[config.mk]
export PLATFORM = sky130hd
export DESIGN_NAME = sp_engine
export DESIGN_NICKNAME = d
export VERILOG_FILES = /design/src/rtl/sp_engine.sv
export SDC_FILE = /design/constraint.sdc
export NUM_CORES = 1
export LEC_CHECK = 0
export BUFFER_PORTS_ARGS = -buffer_cell sky130_fd_sc_hd__buf_2
export CORE_ASPECT_RATIO = 1.25
export CORE_MARGIN = 2
export CORE_UTILIZATION = 48
export DETAILED_ROUTE_END_ITERATION = 10
export PLACE_DENSITY = 0.77
export SETUP_SLACK_MARGIN = 0.15
export SLEW_MARGIN = 20
export SYNTH_ARGS = -nofsm -noshare
export SYNTH_HDL_FRONTEND = slang
export SYNTH_SLANG_ARGS = --single-unit
[constraint.sdc]
create_clock -name clk -period 1.9 [get_ports clk]
set_input_delay 0.19 -clock clk [delete_from_list [all_inputs] [get_ports clk]]
set_output_delay 0.19 -clock clk [all_outputs]
set_load 0.1 [all_outputs]
[src/rtl/sp_engine.sv]
module sp_engine #(
  parameter int AW = 16,
  parameter int BW = 8
) (
  input  logic          clk,
  input  logic          rst_n,
  input  logic          req_valid,
  input  logic [2:0]    req_op,
  input  logic [AW-1:0] req_data,
  input  logic [BW-1:0] mem_rdata,
  output logic [AW-1:0] mem_addr,
  output logic          mem_we,
  output logic          mem_re,
  output logic [BW-1:0] mem_wdata,
  output logic [AW-1:0] sp,
  output logic [AW-1:0] ix,
  output logic          busy,
  output logic [2*BW-1:0] pull_data,
  output logic          pull_valid
);
  localparam int WW = 2 * BW;

  typedef enum logic [2:0] {
    OP_NONE   = 3'd0,
    OP_PUSHB  = 3'd1,
    OP_PUSHW  = 3'd2,
    OP_PULLB  = 3'd3,
    OP_PULLW  = 3'd4,
    OP_LDSP   = 3'd5,
    OP_SP2IX  = 3'd6,
    OP_IX2SP  = 3'd7
  } op_e;

  op_e           op;
  logic          take, pend_pull, push_now, pull_now;
  logic [BW-1:0] hold;
  logic [AW-1:0] sp_dn, sp_up;

  assign op    = op_e'(req_op);
  assign take  = req_valid && !busy;
  assign sp_dn = sp - 1'b1;
  assign sp_up = sp + 1'b1;

  assign push_now = busy ? !pend_pull : take && (op == OP_PUSHB || op == OP_PUSHW);
  assign pull_now = busy ?  pend_pull : take && (op == OP_PULLB || op == OP_PULLW);

  assign mem_we    = push_now;
  assign mem_re    = pull_now;
  assign mem_addr  = push_now ? sp_dn : sp;
  assign mem_wdata = busy ? hold : req_data[BW-1:0];

  always_ff @(posedge clk) begin
    if (!rst_n) begin
      sp         <= '0;
      ix         <= '0;
      busy       <= 1'b0;
      pend_pull  <= 1'b0;
      hold       <= '0;
      pull_data  <= '0;
      pull_valid <= 1'b0;
    end else begin
      pull_valid <= 1'b0;
      if (busy) begin
        busy <= 1'b0;
        if (pend_pull) begin
          sp         <= sp_up;
          pull_data  <= {hold, mem_rdata};
          pull_valid <= 1'b1;
        end else begin
          sp <= sp_dn;
        end
      end else if (take) begin
        unique case (op)
          OP_PUSHB: sp <= sp_dn;
          OP_PUSHW: begin
            sp        <= sp_dn;
            busy      <= 1'b1;
            pend_pull <= 1'b0;
            hold      <= req_data[WW-1:BW];
          end
          OP_PULLB: begin
            sp         <= sp_up;
            pull_data  <= {{BW{1'b0}}, mem_rdata};
            pull_valid <= 1'b1;
          end
          OP_PULLW: begin
            sp        <= sp_up;
            busy      <= 1'b1;
            pend_pull <= 1'b1;
            hold      <= mem_rdata;
          end
          OP_LDSP:  sp <= req_data;
          OP_SP2IX: ix <= sp;
          OP_IX2SP: sp <= ix;
          default: ;
        endcase
      end
    end
  end

  AST_PUSH_PREDEC: assert property (@(posedge clk) disable iff (!rst_n)
    take && op == OP_PUSHB |=> sp == AW'($past(sp) - 1'b1));
  AST_PULL_POSTINC: assert property (@(posedge clk) disable iff (!rst_n)
    take && op == OP_PULLB |=> sp == AW'($past(sp) + 1'b1) && pull_valid);
  AST_WORD_HIGH_SECOND: assert property (@(posedge clk) disable iff (!rst_n)
    take && op == OP_PUSHW |=> busy && mem_we && mem_wdata == $past(req_data[WW-1:BW]));
  AST_WORD_PULL_SECOND: assert property (@(posedge clk) disable iff (!rst_n)
    take && op == OP_PULLW |=> busy && mem_re && !mem_we);
  AST_LOAD_EXACT: assert property (@(posedge clk) disable iff (!rst_n)
    take && op == OP_LDSP |=> sp == $past(req_data));
  AST_SP2IX_PLAIN: assert property (@(posedge clk) disable iff (!rst_n)
    take && op == OP_SP2IX |=> ix == $past(sp) && $stable(sp));
  AST_IX2SP_PLAIN: assert property (@(posedge clk) disable iff (!rst_n)
    take && op == OP_IX2SP |=> sp == $past(ix) && $stable(ix));
  AST_BUSY_SINGLE: assert property (@(posedge clk) disable iff (!rst_n)
    busy |=> !busy && $stable(ix));
  AST_STROBE_EXCL: assert property (@(posedge clk) disable iff (!rst_n)
    !(mem_we && mem_re));
  AST_IDLE_QUIET: assert property (@(posedge clk) disable iff (!rst_n)
    !busy && !req_valid |-> !mem_we && !mem_re);
endmodule

==> impl_results.md, run 1 <==
- Status: finished, violations left
- Failing checks: negative setup slack
- NetSw: between 2 and 3 mW
- Max VDD drop: ~770 µV
- Sink Count: 59
- Final Skew: approximately 0.016 ns
- Synth Warn #: 0
- Area of the multi-input gates: approximately 3300 µm²
- H-tree depth: 3
- Post-route DRC violation count: 0
- Largest net degree at the start of global routing: 42
- Power share of the clock group: about a fifth
- Synth Flop Type: dfxtp_1
- Cells on worst reg2reg path: 10
- Clock root cell: clkbuf_8
- Setup TNS Final: -7.17 ns
- P_leak: slightly above 3 nW
- Cell family contributing the most delay on the critical path: simple AND/OR/NAND/NOR gates
- Hold Crit Depth: 3
- CTS clk-pin slew, worst paths: around 0.080 ns
- Synth Cell Area: 3940 µm²
- Fin worst setup slack: -0.571 ns
- IO Count: approximately 110
- Endpoints failing hold: 0
- Final instance area: 6840 µm²
- Worst hold path type: in -> reg
- Finished Layout Cells: between 700 and 800
- Post-Place Cells: ~740
- Register area: 1230 µm²
- Number of max-cap violations: 0
- Library cells used by synthesis: 57
- Hpwl dp: between 10 and 15 mm
- Reg2Reg Capture Point: sp[12]
- Sequential share of power: about a quarter
- Synth Instances: about 510
- Row count: 36
- Top cells by area, synth: dfxtp_1 (30%), mux2i_1 (10%), nand2_1 (6.0%)
- GRT overflow: 0
- Share of layout cells above drive strength 1: 51.2%
- Logic pwr share: 55.7%
- Number of buffers and inverters on the critical path: 1
- Leading area contributor after synthesis: dfxtp_1
- Share of the synthesized area in the top cell type: between 20 and 30%
- Maximum clock rate: 405 MHz
- Power Density: just under 900 nW/µm²
- WL/cell: 20.9 µm
- Final setup vio count: 26
- Crit-path slowest cell: or4_4
- Global-route wire length before repair: between 20 and 25 mm
- CTS max path bufs: 2
- Synth-to-Final Area Change: 73.7%
- Final core utilization: between 80 and 90%
- Pre-CTS setup slack: -0.208 ns
- Period utilization: 130%
- TritonCTS clock tree: done
- Starting Density: between 40% and 50%
- CP Max Fanout: 3
- R2R setup slack: -0.49 ns
- Post-synthesis register bit count: 59
- Min-delay src: mem_rdata[7]
- Die H: between 100 and 150 µm
- Diodes inserted: 0
- Mean Syn Cell Area: between 7 and 8 µm²
- CP max stage delay: 0.55 ns
- Crit end category: output pin
- Post-route ant nets: 0
- Vias per cell: 6.24
- Required time worst endpoint: 1.71 ns
- Post-synth net total: roughly 540
- Post-Route WL: about 16 mm
- IO Port Bufs: approximately 110
- Seq/Total Area, Yosys: between 20 and 30%
- Total track usage: 32.2%
- CP arrival: ~2.3 ns
- Post-DP Area: roughly 5900 µm²
- Worst r2r src: sp[4]
- Period minus WS final: about 2.5 ns
- Worst-Margin Slew: about 0.5 ns
- Slew headroom: roughly two thirds
- Die area: just under 9000 µm²
- Initial antenna violation count: 0
- Vias post-DR: slightly below 5,000
- Clock buffer count from CTS: 9
- Pint: roughly 3.3 mW
- Post-synthesis async set-or-reset flop share: 0%
- Iteration-0 DRC Markers: 365
- CP Launch Type: flip-flop
- Sw Share: roughly 45%
- Crit path top cell by count: or4_4
- Clk_lat worst skew: around 0.37 ns
- Commonest cells after routing, fill and taps aside: buf_4 (81), buf_2 (78), nor2_1 (51), nand2_1 (51), dfxtp_1 (42)
- DRT Pass-1 Iters: 5
- Hold-fix buffers at CTS: 0
- Worst Hold Path EP: pull_data[7]
- Die width: roughly 85 µm
- Final nets: between 700 and 800
- Commonest non-fill, non-tap cell in the layout: buf_4
- Fillcell total: approximately 410
- RSZ-0062 raised after global routing: yes
- Fin. max-slew vios: 0
- CP cell instances: or4_4 > or4_4 > nor2_4 > xor2_4 > buf_12
- Path type of the worst setup path: reg -> out
- Gpl congestion: 0.923
- Number of global-route vias before repair: around 4,400
- Core area: 7880 µm²
- Post-synth EDFFs: 0
-- power by group through the flow --
stage / combinational (mW) / sequential, mW / clock [mW]
3_5_place_dp: 2.72 / 1.40 / 0
6_report: 3.30 / 1.38 / 1.25
4_1_cts: 2.94 / 1.37 / 1.23
3_3_place_gp: 2.69 / 1.39 / 0
5_1_grt: 3.41 / 1.39 / 1.29
2_1_floorplan: 1.63 / 1.69 / 0
-- stage by stage --
stage	power, mW	hold slack (ns)
after floorplan	3.32	0.326
after global placement	4.09	0.438
after detailed placement	4.12	0.447
after CTS	5.54	0.0804
after global routing	6.09	0.0946
final	5.93	0.0830
-- per-layer routing --
metal  share of wire [%]  wire length [µm]  GRT usage, %  vias to the layer above
li1                    -                 -             -                     2189
met1                  37              6140          40.6                     2319
met2                  49              8100          51.8                      333
met3                 8.0              1320          5.32                       65
met4                 5.3               878          17.6                        0
met5                   0                 0             0                        -
-- flip-flops by register name, summed over array words and instances, names as in the netlist --
| name | count |
|---|---|
| pend_pull | 1 |
| busy | 1 |
| pull_valid | 1 |
| ix | 16 |
| hold | 8 |
| pull_data | 16 |
| sp | 16 |
-- layout make-up --
type / instances / area share [%]
Inverter: 8 / 0.915
Multi-Input combinational cell: 392 / 48.7
Clock buffer: 12 / 2.74
Clock inverter: 4 / 0.403
Sequential cell: 59 / 18.1
Tap cell: 95 / 1.74
Timing Repair Buffer: 216 / 27.5
-- worst reg2reg max path: stages (launching register included) --
cell and delay [ns]:
dfxtp_4 0.37, or4_4 0.55, buf_6 0.14, buf_6 0.11, nor3_4 0.14, buf_6 0.13, buf_4 0.10, buf_6 0.10
a21oi_1 0.06, or4_1 0.41, o211a_1 0.14
-- worst max path at each step --
stage                        end  startpoint  cells after the start
floorplan            mem_addr[9]       sp[3]                      4
global placement     mem_addr[9]       sp[3]                      5
detailed placement   mem_addr[9]       sp[3]                      5
CTS                  mem_addr[9]       sp[3]                      5
global route        mem_addr[15]       sp[4]                      7
finish               mem_addr[9]       sp[4]                      5
-- synth_stat cells (4+ instances only) --
master / number
nand2_1: 63
dfxtp_1: 59
nor2_1: 58
mux2i_1: 40
clkbuf_1: 32
a21oi_1: 22
o21ai_0: 22
nand3_1: 21
xnor2_1: 18
mux2_2: 15
a31oi_1: 13
a311oi_1: 9
buf_2: 9
nor3_1: 9
a221oi_1: 7
inv_1: 7
nand2b_1: 7
xor2_1: 6
and3_1: 5
buf_1: 5
nand4_1: 5
nor4_1: 5
a211oi_1: 4
o221a_2: 4
o22ai_1: 4
or4_1: 4
-- timing repair --
| action | CTS | global route |
|---|---|---|
| buffers inserted | 11 | 23 |
| gates resized for setup | 40 | 67 |
| pin swaps | 16 | 30 |
| endpoints found under the setup margin | 38 | 39 |
-- kinds of logic after synthesis --
group | count (synthesis) | synth area share [%]
xor+xnor | 24 | 5.34
buf+inv | 55 | 5.62
simple gates | 200 | 24.2
fa+ha+maj | 2 | 0.635
mux | 55 | 14.5
flops | 59 | 30.0
compound gates | 111 | 19.8
(Power assumes the default switching activity.)
==> run 2: changes to the inputs <==
- REMOVE_ABC_BUFFERS: unset -> 1
==> run 2 against run 1 <==
Net effect: the flow still finishes with violations (negative setup slack); power down 0.84%; via count increased by 4.6%; utilization down 1.7 points; routed wire length rose by 6.8%; sequential share of layout area down 0.19 points; sequential power about the same; sequential cell count did not move; critical path type unchanged.
==> impl_results.md, run 2 (synthesis results as in run 1) <==
- TritonCTS clock tree: done
- IO Count: 106 (unchanged)
- Core area: 7880 µm² (unchanged)
- Global-route wire length before repair: 24.8 mm (+8.9%)
- Die area: 8950 µm² (unchanged)
- Sink Count: 59 (unchanged)
- Post-Route WL: 17.6 mm (+6.8%)
- P_leak: 3.08 nW (+0.26%)
- Final Skew: 0.00482 ns (-0.0115 ns)
- Busiest grt layer: met2
- Max VDD drop: 871 µV (+13%)
- RSZ-0062 raised after global routing: yes
- Failing checks: negative setup slack
- Worst r2r src: sp[3]
- R2R setup slack: -0.36 ns (+0.13 ns)
- Reg2Reg Capture Point: sp[14]
- Fillcell total: 432 (+4.3%)
- Die H: 105 µm (unchanged)
- WL/cell: 22.1 µm (+5.6%)
- Fin. max-slew vios: 0 (unchanged)
- CP startpoint: sp[3]
- Iteration-0 DRC Markers: 542 (+48%)
- Synth-to-Final Area Change: 70.2%
- Clk_lat worst skew: 0.36 ns (about the same)
- IO Port Bufs: 105 (unchanged)
- Crit end category: output pin
- Hold Crit Depth: 3 (unchanged)
- CP Max Fanout: 15 (+12)
- Number of global-route vias before repair: 4,674 (+5.3%)
- CP Launch Type: flip-flop
- M3 GR Usage: 7.05% (+1.7 points)
- Post-route DRC violation count: 0 (unchanged)
- Maximum clock rate: 400 MHz (-1.3%)
- CTS clk-pin slew, worst paths: 0.08 ns (about the same)
- CTS max path bufs: 2 (unchanged)
- Final setup vio count: 27 (+3.8%)
- Starting Density: 50.0% (unchanged)
- Cells on worst reg2reg path: 8 (-2)
- Hold-fix buffers at CTS: 0 (unchanged)
- M1 GR Usage: 44.4% (+3.8 points)
- Largest net degree at the start of global routing: 49 (+17%)
- Share of layout cells above drive strength 1: 50.2% (-1.0 points)
- Min-delay src: mem_rdata[5]
- Endpoints failing hold: 0 (unchanged)
- Post-route ant nets: 0 (unchanged)
- Commonest non-fill, non-tap cell in the layout: buf_4
- Path type of the worst setup path: reg -> out
- Final nets: 726 (+1.1%)
- Power Density: 878 nW/µm² (+1.2%)
- Die width: 85.0 µm (unchanged)
- Vias per cell: 6.45 (+3.4%)
- Clock root cell: clkbuf_8
- Largest registers: ix: 16 flops, pull_data: 16 flops, sp: 16 flops
- Met2 Usage GRT: 57.8% (+6.0 points)
- CP arrival: 2.31 ns (+0.03 ns)
- Fin worst setup slack: -0.603 ns (-0.0316 ns)
- GRT overflow: 0 (unchanged)
- Gpl congestion: 0.916 (-0.82%)
- Period utilization: 132% (+1.7 points)
- Hpwl dp: 10.8 mm (+0.60%)
- H-tree depth: 3 (unchanged)
- Post-Place Cells: 752 (+2.2%)
- Status: finished, violations left
- Required time worst endpoint: 1.71 ns (about the same)
- Commonest cells after routing, fill and taps aside: buf_4 (99), buf_2 (78), nand2_1 (56)
- Vias post-DR: 5,131 (+4.6%)
- Worst Hold Path EP: pull_data[5]
- Slew headroom: 64.6% (-2.3 points)
- Row count: 36 (unchanged)
- Number of max-cap violations: 0 (unchanged)
- Initial antenna violation count: 1 (+1)
- Setup TNS Final: -8.77 ns (-1.60 ns)
- Finished Layout Cells: 795 (+1.1%)
- Register area: 1200 µm² (-3.0%)
- Area of the multi-input gates: 3150 µm² (-5.3%)
- Final hold slack: 0.0757 ns (-0.00727 ns)
- Total track usage: 35.4% (+3.2 points)
- Period minus WS final: 2.50 ns (+0.0316 ns)
- Worst-Margin Slew: 0.529 ns (+0.0287 ns)
- Clock buffer count from CTS: 9 (unchanged)
- Worst hold path type: in -> reg
- DRT Pass-1 Iters: 5 (unchanged)
run 2: routing by layer:
| layer | share of wire [%] | wire length, µm | vias up |
|---|---|---|---|
| met5 | 0 | 0 | - |
| met4 | 6.5 | 1150 | 0 |
| met3 | 9.4 | 1650 | 120 |
| met2 | 48 | 8440 | 394 |
| met1 | 36 | 6340 | 2413 |
| li1 | - | - | 2204 |
run 2: stage by stage:
step                      instance area [µm²]  worst slack (ns)  utilization, %  power [mW]
final                                    6700            -0.603            85.0        5.88
after global routing                     6700            -0.655            85.0        6.04
after CTS                                6190            -0.500            78.5        5.42
after detailed placement                 5500            -0.275            69.7        3.88
after global placement                   5500            -0.273            69.7        3.86
after floorplan                          3750             -3.25               -        2.92
run 2: where the power goes:
group	total, mW	internal [mW]	switching, mW
logic	3.16	1.22	1.94
registers	1.37	1.30	0.0753
clock network	1.35	0.747	0.603
total	5.88	3.26	2.62
run 2: worst max path at each step:
stage / endpoint / slack, ns / cells after the start
after detailed placement: mem_addr[9] / -0.27 / 5
after floorplan: mem_re / -3.25 / 3
after CTS: mem_addr[9] / -0.50 / 5
after global placement: mem_addr[9] / -0.27 / 5
after global routing: mem_addr[10] / -0.65 / 9
final: mem_addr[10] / -0.60 / 9
run 2: timing repair:
item | in CTS | in global routing
buffers inserted | 6 | 20
resized for setup | 89 | 74
setup endpoints to repair | 40 | 42
pin swaps | 16 | 27
cloned | 0 | 0
run 2: area by class of cell:
type / instances / share of cell area, %
multi-input cells: 392 / 47.0
inverters: 8 / 0.542
well taps: 95 / 1.77
clock buffers: 9 / 1.85
repair buffers: 224 / 29.4
diodes: 1 / 0.0373
flip-flops and latches: 59 / 17.9
clock inverters: 7 / 1.49
run 2: critical path, cell delays in order (launching register included):
cell and delay [ns]:
dfxtp_1 0.33, buf_4 0.22, nor4_2 0.30, buf_4 0.17, nand2_1 0.09, nor2_2 0.14, buf_4 0.17, nand2_1 0.09
xnor2_2 0.23, buf_12 0.20
